## src/rtl/smbt_pkg.sv

```systemverilog
package smbt_pkg;

    typedef enum logic [2:0] {
        M_IDLE   = 3'd0,
        M_WDATA  = 3'd1,
        M_RXBYTE = 3'd2,
        M_RDATA  = 3'd3,
        M_DONE   = 3'd4,
        M_CONF   = 3'd5
    } mode_t;

    typedef enum logic [2:0] {
        OP_START_WR = 3'd0,
        OP_START_RD = 3'd1,
        OP_STOP     = 3'd2,
        OP_NACK     = 3'd3,
        OP_BYTE     = 3'd4,
        OP_RDREQ    = 3'd5
    } op_t;

endpackage

```

## src/rtl/smbt_wbuf.sv

```systemverilog
module smbt_wbuf #(
    parameter int DW    = 8,
    parameter int DEPTH = 33,
    parameter int CW    = $clog2(DEPTH + 1),
    parameter int AW    = $clog2(DEPTH)
) (
    input  logic          clk,
    input  logic          rst_n,
    input  logic          push,
    input  logic [DW-1:0] wdata,
    input  logic          cnt_clr,
    input  logic [AW-1:0] rd_idx,
    output logic [DW-1:0] rd_data,
    output logic [DW-1:0] head,
    output logic [CW-1:0] count,
    output logic          full
);

    logic [DW-1:0] mem [DEPTH];

    // Storage: each entry is loaded only when it is the next free slot.
    always_ff @(posedge clk or negedge rst_n) begin
        if (!rst_n) begin
            for (int i = 0; i < DEPTH; i++) mem[i] <= '0;
        end else if (push) begin
            for (int i = 0; i < DEPTH; i++) begin
                if (count == CW'(i)) mem[i] <= wdata;
            end
        end
    end

    always_ff @(posedge clk or negedge rst_n) begin
        if (!rst_n)       count <= '0;
        else if (cnt_clr) count <= '0;
        else if (push)    count <= count + CW'(1);
    end

    assign full = (count == CW'(DEPTH));
    assign head = mem[0];

    // Read port: an index beyond the buffer returns zero.
    generate
        if ((1 << AW) > DEPTH) begin : g_guard
            assign rd_data = (32'(rd_idx) < DEPTH) ? mem[rd_idx] : '0;
        end else begin : g_plain
            assign rd_data = mem[rd_idx];
        end
    endgenerate

endmodule

```

## src/rtl/smbt_rdidx.sv

```systemverilog
module smbt_rdidx #(
    parameter int IW = 8
) (
    input  logic          clk,
    input  logic          rst_n,
    input  logic          clr,
    input  logic          inc,
    output logic [IW-1:0] idx
);

    always_ff @(posedge clk or negedge rst_n) begin
        if (!rst_n)   idx <= '0;
        else if (clr) idx <= '0;
        else if (inc) idx <= idx + IW'(1);
    end

endmodule

```

## src/rtl/smbt_ctrl.sv

```systemverilog
module smbt_ctrl
    import smbt_pkg::*;
#(
    parameter int DW = 8,
    parameter int CW = 6
) (
    input  logic          clk,
    input  logic          rst_n,
    input  logic          op_valid,
    input  logic [2:0]    op_code,
    input  logic [CW-1:0] count,
    input  logic          full,
    input  logic [DW-1:0] head,
    input  logic [DW-1:0] dev_rdata,
    output mode_t         state,
    output logic          push,
    output logic          cnt_clr,
    output logic          idx_clr,
    output logic          idx_inc,
    output logic          dev_quick,
    output logic          dev_quick_rd,
    output logic          dev_send,
    output logic          dev_write,
    output logic [DW-1:0] cmd_q,
    output logic          rsp_valid,
    output logic [DW-1:0] rsp_data,
    output logic          ovf
);

    mode_t state_nx;
    logic  cmd_ld;
    logic  ovf_set;
    logic  ovf_clr;
    logic  rsp_ld;
    logic  rsp_zero;
    logic  cnt_zero;
    logic  cnt_one;

    assign cnt_zero = (count == '0);
    assign cnt_one  = (count == CW'(1));

    // State register.
    always_ff @(posedge clk or negedge rst_n) begin
        if (!rst_n) state <= M_IDLE;
        else        state <= state_nx;
    end

    // Registers carried alongside the mode: latched command, response, overflow.
    always_ff @(posedge clk or negedge rst_n) begin
        if (!rst_n) begin
            cmd_q     <= '0;
            rsp_valid <= 1'b0;
            rsp_data  <= '0;
            ovf       <= 1'b0;
        end else begin
            if (cmd_ld) cmd_q <= head;
            rsp_valid <= rsp_ld;
            rsp_data  <= (rsp_ld && !rsp_zero) ? dev_rdata : '0;
            if (ovf_clr)      ovf <= 1'b0;
            else if (ovf_set) ovf <= 1'b1;
        end
    end

    // Next mode and outputs.
    always_comb begin
        state_nx     = state;
        push         = 1'b0;
        cnt_clr      = 1'b0;
        idx_clr      = 1'b0;
        idx_inc      = 1'b0;
        dev_quick    = 1'b0;
        dev_quick_rd = 1'b0;
        dev_send     = 1'b0;
        dev_write    = 1'b0;
        cmd_ld       = 1'b0;
        ovf_set      = 1'b0;
        ovf_clr      = 1'b0;
        rsp_ld       = 1'b0;
        rsp_zero     = 1'b0;
        if (op_valid) begin
            unique case (op_code)
                OP_START_WR: begin
                    if (state == M_IDLE) begin
                        state_nx = M_WDATA;
                        ovf_clr  = 1'b1;
                        cnt_clr  = 1'b1;
                    end else begin
                        state_nx = M_CONF;
                    end
                end
                OP_START_RD: begin
                    unique case (state)
                        M_IDLE: state_nx = M_RXBYTE;
                        M_WDATA: begin
                            if (cnt_zero) begin
                                state_nx = M_CONF;
                            end else begin
                                dev_write = !cnt_one;
                                cmd_ld    = 1'b1;
                                cnt_clr   = 1'b1;
                                idx_clr   = 1'b1;
                                state_nx  = M_RDATA;
                            end
                        end
                        default: state_nx = M_CONF;
                    endcase
                end
                OP_STOP: begin
                    unique case (state)
                        M_WDATA: begin
                            if (cnt_zero)     dev_quick = 1'b1;
                            else if (cnt_one) dev_send  = 1'b1;
                            else              dev_write = 1'b1;
                        end
                        M_RXBYTE: begin
                            dev_quick    = 1'b1;
                            dev_quick_rd = 1'b1;
                        end
                        default: ;
                    endcase
                    cnt_clr  = 1'b1;
                    state_nx = M_IDLE;
                end
                OP_NACK: begin
                    unique case (state)
                        M_RDATA: state_nx = M_DONE;
                        M_DONE:  state_nx = M_DONE;
                        default: state_nx = M_CONF;
                    endcase
                end
                OP_BYTE: begin
                    if (state == M_WDATA) begin
                        if (full) ovf_set = 1'b1;
                        else      push    = 1'b1;
                    end
                end
                OP_RDREQ: begin
                    rsp_ld = 1'b1;
                    unique case (state)
                        M_RXBYTE: state_nx = M_DONE;
                        M_RDATA:  idx_inc  = 1'b1;
                        default: begin
                            rsp_zero = 1'b1;
                            state_nx = M_CONF;
                        end
                    endcase
                end
                default: ;
            endcase
        end
    end

endmodule

```

## src/rtl/smb_target_seq.sv

```systemverilog
module smb_target_seq
    import smbt_pkg::*;
#(
    parameter int DW    = 8,
    parameter int DEPTH = 33,
    parameter int IW    = 8,
    localparam int CW   = $clog2(DEPTH + 1),
    localparam int AW   = $clog2(DEPTH)
) (
    input  logic          clk,
    input  logic          rst_n,
    input  logic          op_valid,
    input  logic [2:0]    op_code,
    input  logic [DW-1:0] op_data,
    input  logic [AW-1:0] dev_buf_idx,
    input  logic [DW-1:0] dev_rdata,
    output logic [2:0]    mode,
    output logic          rsp_valid,
    output logic [DW-1:0] rsp_data,
    output logic          ovf,
    output logic          dev_quick,
    output logic          dev_quick_rd,
    output logic          dev_send,
    output logic          dev_write,
    output logic [CW-1:0] dev_wr_len,
    output logic [DW-1:0] dev_code,
    output logic          dev_recv,
    output logic          dev_fetch,
    output logic [IW-1:0] dev_fetch_idx,
    output logic [DW-1:0] dev_buf_data
);

    mode_t         state;
    logic          push;
    logic          cnt_clr;
    logic          idx_clr;
    logic          idx_inc;
    logic [DW-1:0] head;
    logic [CW-1:0] count;
    logic          full;
    logic [DW-1:0] cmd_q;

    smbt_wbuf #(.DW(DW), .DEPTH(DEPTH), .CW(CW), .AW(AW)) u_wbuf (
        .clk     (clk),
        .rst_n   (rst_n),
        .push    (push),
        .wdata   (op_data),
        .cnt_clr (cnt_clr),
        .rd_idx  (dev_buf_idx),
        .rd_data (dev_buf_data),
        .head    (head),
        .count   (count),
        .full    (full)
    );

    smbt_rdidx #(.IW(IW)) u_rdidx (
        .clk   (clk),
        .rst_n (rst_n),
        .clr   (idx_clr),
        .inc   (idx_inc),
        .idx   (dev_fetch_idx)
    );

    smbt_ctrl #(.DW(DW), .CW(CW)) u_ctrl (
        .clk          (clk),
        .rst_n        (rst_n),
        .op_valid     (op_valid),
        .op_code      (op_code),
        .count        (count),
        .full         (full),
        .head         (head),
        .dev_rdata    (dev_rdata),
        .state        (state),
        .push         (push),
        .cnt_clr      (cnt_clr),
        .idx_clr      (idx_clr),
        .idx_inc      (idx_inc),
        .dev_quick    (dev_quick),
        .dev_quick_rd (dev_quick_rd),
        .dev_send     (dev_send),
        .dev_write    (dev_write),
        .cmd_q        (cmd_q),
        .rsp_valid    (rsp_valid),
        .rsp_data     (rsp_data),
        .ovf          (ovf)
    );

    // A request is forwarded to the device only in the two reading modes.
    assign dev_recv   = op_valid && (op_code == OP_RDREQ) && (state == M_RXBYTE);
    assign dev_fetch  = op_valid && (op_code == OP_RDREQ) && (state == M_RDATA);
    assign mode       = state;
    assign dev_wr_len = dev_write ? (count - CW'(1)) : '0;
    assign dev_code   = (dev_send || dev_write) ? head : cmd_q;

endmodule

```

## config.mk

```make
export PLATFORM = sky130hd
export DESIGN_NAME = smb_target_seq
export DESIGN_NICKNAME = d
export VERILOG_FILES = /design/src/rtl/smbt_pkg.sv /design/src/rtl/smbt_wbuf.sv /design/src/rtl/smbt_rdidx.sv /design/src/rtl/smbt_ctrl.sv /design/src/rtl/smb_target_seq.sv
export SDC_FILE = /design/constraint.sdc
export NUM_CORES = 1
export LEC_CHECK = 0
export BUFFER_PORTS_ARGS = -buffer_cell sky130_fd_sc_hd__buf_2
export CELL_PAD_IN_SITES_DETAIL_PLACEMENT = 1
export CELL_PAD_IN_SITES_GLOBAL_PLACEMENT = 1
export CORE_MARGIN = 2
export CORE_UTILIZATION = 52
export CTS_CLUSTER_SIZE = 12
export DETAILED_ROUTE_END_ITERATION = 8
export HOLD_SLACK_MARGIN = 0.05
export PLACE_DENSITY = 0.8
export SYNTH_ARGS = -nofsm -noshare
export SYNTH_HDL_FRONTEND = slang
export SYNTH_SLANG_ARGS = --single-unit
```

## constraint.sdc

```tcl
create_clock -name clk -period 3 [get_ports clk]
set_clock_uncertainty 0.2 [all_clocks]
set_input_delay 0.45 -clock clk [delete_from_list [all_inputs] [get_ports clk]]
set_output_delay 0.45 -clock clk [all_outputs]
set_load 0.05 [all_outputs]
```

==> results <==
- The flow ran to the end, but the final reports show violations.
- The final reports fail on negative setup slack.
- The total number of placement rows is 61.
- The number of buffers on the longest clock path is 3.
- Combinational cells account for 9.4% of the total power.
- Net switching is 25.67% of the power.
- Once routing completed, OpenROAD measured the worst setup slack at -0.1271 ns.
- On the critical path, the stage with the largest delay is an instance of sky130_fd_sc_hd__mux4_2.
- The initial standard-cell utilization of the core is 52.40%.
- Across the VDD grid, the largest voltage drop is 0.0004609 V.
- Clock-pin slew was measured on the worst setup and hold paths at 0.06 ns.
- The largest total area in the synthesized netlist belongs to sky130_fd_sc_hd__dfrtp_1.
- The global-route wire length before repair is 64.58 mm.
- At the pin with the least slew margin, the transition time is 0.8620 ns.
- The endpoint required time on the critical path is 2.35 ns.
- The largest single stage delay on the critical path is 0.49 ns.
- The final layout contains 1,178 nets.
- The total of warnings raised by yosys is 0.
- For this block, the routed nets add up to 42.85 mm of wire.
- The final-report hold violation count was 0.
- By instance count, the leading cell after synthesis is sky130_fd_sc_hd__dfrtp_1.
- The synthesized area is 14,480 um2.
- The number of antenna diodes is 0.
- The post-synthesis cell type count is 59.
- The worst setup path is captured at a primary output.
- The most used flip-flop cell after synthesis is sky130_fd_sc_hd__dfrtp_1.
- The time the final worst path needs with I/O delays and setup is 3.127 ns.
- Synthesis produced a netlist with a net count of 1,059.
- Derived from the worst setup path, the maximum achievable clock frequency is 319.8 MHz.
- Setup repair after global routing could not meet its margin everywhere.
- The initial detailed-routing violation count is 739.
- The critical path is of the reg -> out type.
- At the worst endpoint, the arrival time is 2.48 ns.
- The die is 170.9 um tall.
- The finished cells cover 17,070 um2.
- The cell at the root of the clock tree is sky130_fd_sc_hd__clkbuf_16.
- Headroom to the max-slew limit came out at 42.54%.
- In this run the worst hold path is classified as in -> reg.
- Sequential elements use 51.68% of the synthesized area.
- Before antenna repair, the detailed router went through 5 iterations.
- Summed over all nets, the half-perimeter wirelength after detailed placement is 26.20 mm.
- After synthesis the netlist holds a flip-flop and latch count of 299.
- Clock tree synthesis found a total of 299 sinks.
- Using the TritonRoute via totals, the vias-per-cell ratio works out to 6.239.
- Counting flops with an async set or reset pin after synthesis yields a share of 100.0%.
- The number of global-route vias before repair came to 10,430.
- Among cell families on the critical path, the largest total delay comes from multiplexers.
- In the synthesized netlist, the cells that appear most often are sky130_fd_sc_hd__dfrtp_1, sky130_fd_sc_hd__mux2_2, sky130_fd_sc_hd__mux4_2, sky130_fd_sc_hd__clkbuf_1, sky130_fd_sc_hd__mux2i_1.
- The die is 170.9 um wide.
- The power dissipated by switching net loads is 2.297 mW.
- After detailed placement, the total cell area comes to 15,600 um2.
- The routability congestion estimate from global placement is 0.8313.
- The post-synthesis instance total is 1,025.
- Traced cell by cell, the critical path runs through mux4_2, mux2i_1, nor2_1, a2111oi_2, buf_4, a31oi_4, buf_6.
- TritonCTS built the clock tree.
- The proportion of layout cells with a drive suffix above 1 is 51.12%.
- The number of antenna violations at the first check in global routing is 0.
- The routed wire length per instance is 27.79 um.
- The setup total negative slack is -0.4031 ns.
- The worst path uses 104.2% of the clock period.
- The port buffer count is 76.
- Entering global routing, the biggest net connects 71 pins.
- The fraction of power consumed by the clock network is 44.2%.
- The count of nets left with antenna violations once routing finished came out at 0.
- For this run, design rule violations remaining after detail routing come to 0.
- The insertion delay to the later sink of the worst-skew pair is 0.52 ns.
- The number of buffers inserted during clock tree synthesis is 34.
- The number of max-slew violations in the final report is 0.
- The critical path buffer and inverter count is 2.
- STA classifies the critical path startpoint as a flop.
- The area of the die is 29,190 um2.
- The region available for standard cell placement spans 27,630 um2.
- During I/O placement, the number of pins put on the boundary was 77.
- The total of endpoints with negative setup slack in the final report is 7.
- Across every metal layer, demand over resource in global routing totals 29.69%.
- The internal power of the cells totals 6.652 mW.
- By area the synthesized netlist is led by sky130_fd_sc_hd__dfrtp_1, sky130_fd_sc_hd__mux2_2, sky130_fd_sc_hd__mux4_2.
- The synthesized design contains 0 enable-type register cells.
- The area growth from synthesis to layout is 17.92%.
- The average size of a mapped cell is 14.13 um2.
- The power density of the placed cells is 524.1 nW/um2.
- The maximum fanout count along the critical path is 2.
- Counting the fill cells in the layout gives 2,615.
- The max-capacitance violation count is 0.
- The share of the synthesized area in the top cell type is 51.68%.
- The clock tree synthesis step divided the H-tree into 2 levels.
- The total vias in the final route is 9,621.
- The proportion of power drawn by flip-flops and latches is 46.4%.
- The total global routing overflow is 0.
- For this design the static power due to leakage is 8.483 nW.
-- cell usage in the layout, fill, tap and decap left out, types with 18 or more instances in the layout --
cell,synthesis,final
sky130_fd_sc_hd__nand3_1,22,21
sky130_fd_sc_hd__dfrtp_1,299,295
sky130_fd_sc_hd__nand2_1,29,28
sky130_fd_sc_hd__mux2_4,18,18
sky130_fd_sc_hd__buf_2,19,62
sky130_fd_sc_hd__clkbuf_16,0,34
sky130_fd_sc_hd__mux2_2,263,263
sky130_fd_sc_hd__nor2_1,32,29
sky130_fd_sc_hd__mux2i_1,35,33
sky130_fd_sc_hd__mux4_2,52,52
sky130_fd_sc_hd__buf_4,5,71
-- flip-flops by register name, indices dropped and copies added, names as in the netlist --
signal and count:
u_wbuf.mem 256, u_ctrl.cmd_q 8, u_ctrl.rsp_data 8, u_rdidx.idx 8, u_wbuf.head 8, u_wbuf.count 6, u_ctrl.state 3, u_ctrl.ovf 1
u_ctrl.rsp_valid 1
-- final cells by class --
class	count	area, um2	area share, %
flip-flops and latches	299	7487	43.85
multi-input cells	641	6835	40.03
clock inverters	8	58.81	0.3444
well taps	378	473.0	2.770
inverters	7	26.28	0.1539
repair buffers	161	1220	7.145
clock buffers	48	973.4	5.701
-- power groups by stage --
stage	Sequential (mW)	Clock, mW	Combinational, mW
after floorplan	4.21	0	0.396
after global placement	4.21	0	0.717
after detailed placement	4.22	0	0.737
after CTS	4.14	4.00	0.807
after global routing	4.15	4.17	0.901
final	4.15	3.96	0.841
-- stage by stage --
| step | utilization, % | setup slack [ns] | total power, mW | hold slack, ns | std cells |
|---|---|---|---|---|---|
| finish | 61.80 | -0.1271 | 8.949 | 0.1139 | 1542 |
| global route | 61.80 | -0.1768 | 9.221 | 0.1220 | 1542 |
| CTS | 61.42 | -0.1379 | 8.951 | 0.1014 | 1541 |
| detailed placement | 56.47 | -0.1395 | 4.958 | 0.1941 | 1466 |
| global placement | 56.47 | -0.1022 | 4.932 | 0.1867 | 1466 |
| floorplan | - | 0.1012 | 4.609 | -0.04559 | 1025 |
-- what timing repair did --
action	CTS	global route
setup buffers	9	1
resized for setup	50	19
setup endpoints to repair	23	21
pin swaps	9	6
hold endpoints to repair	95	0
hold buffers	10	0
-- kinds of logic (layout without fill, tap and decap cells) --
logic type,after synthesis,count (layout),share of synthesized area [%]
xor gates and xnor gates,15,15,0.9074
DFF,299,299,51.68
AOI/OAI and AO/OA,67,67,3.249
buffers and inverters,85,224,2.757
adders and majority gates,6,6,0.5185
and+or+nand+nor,184,184,7.985
muxes,369,369,32.91
-- routing by layer --
layer	up-vias	global-route usage (%)	share of wire (%)
met2	407	49.45	50
met1	5125	39.03	41
met3	92	5.089	6.1
li1	3997	-	-
met4	0	11.68	3.4
met5	-	0	0
-- worst register-to-register path: stages (launching register included) --
cell,delay [ns]
sky130_fd_sc_hd__dfrtp_1,0.40
sky130_fd_sc_hd__buf_4,0.22
sky130_fd_sc_hd__and2_1,0.28
sky130_fd_sc_hd__nor2b_1,0.44
sky130_fd_sc_hd__and3_1,0.57
sky130_fd_sc_hd__mux2_2,0.40
-- worst paths after layout --
check	slack, ns	to	startpoint	cells past startpoint
setup / recovery	-0.13	dev_buf_data[5]	u_wbuf.mem[173]	7
hold / removal	0.11	u_ctrl.state[0]	op_code[1]	3
setup reg to reg	0.39	u_wbuf.mem[52]	u_wbuf.count[3]	5
hold reg to reg	0.30	u_wbuf.mem[86]	u_wbuf.mem[86]	1
max in group asynchronous	1.60	u_wbuf.mem[76]	rst_n	3
min in group asynchronous	0.25	u_ctrl.rsp_data[3]	rst_n	2
(Power assumes the default switching activity.)
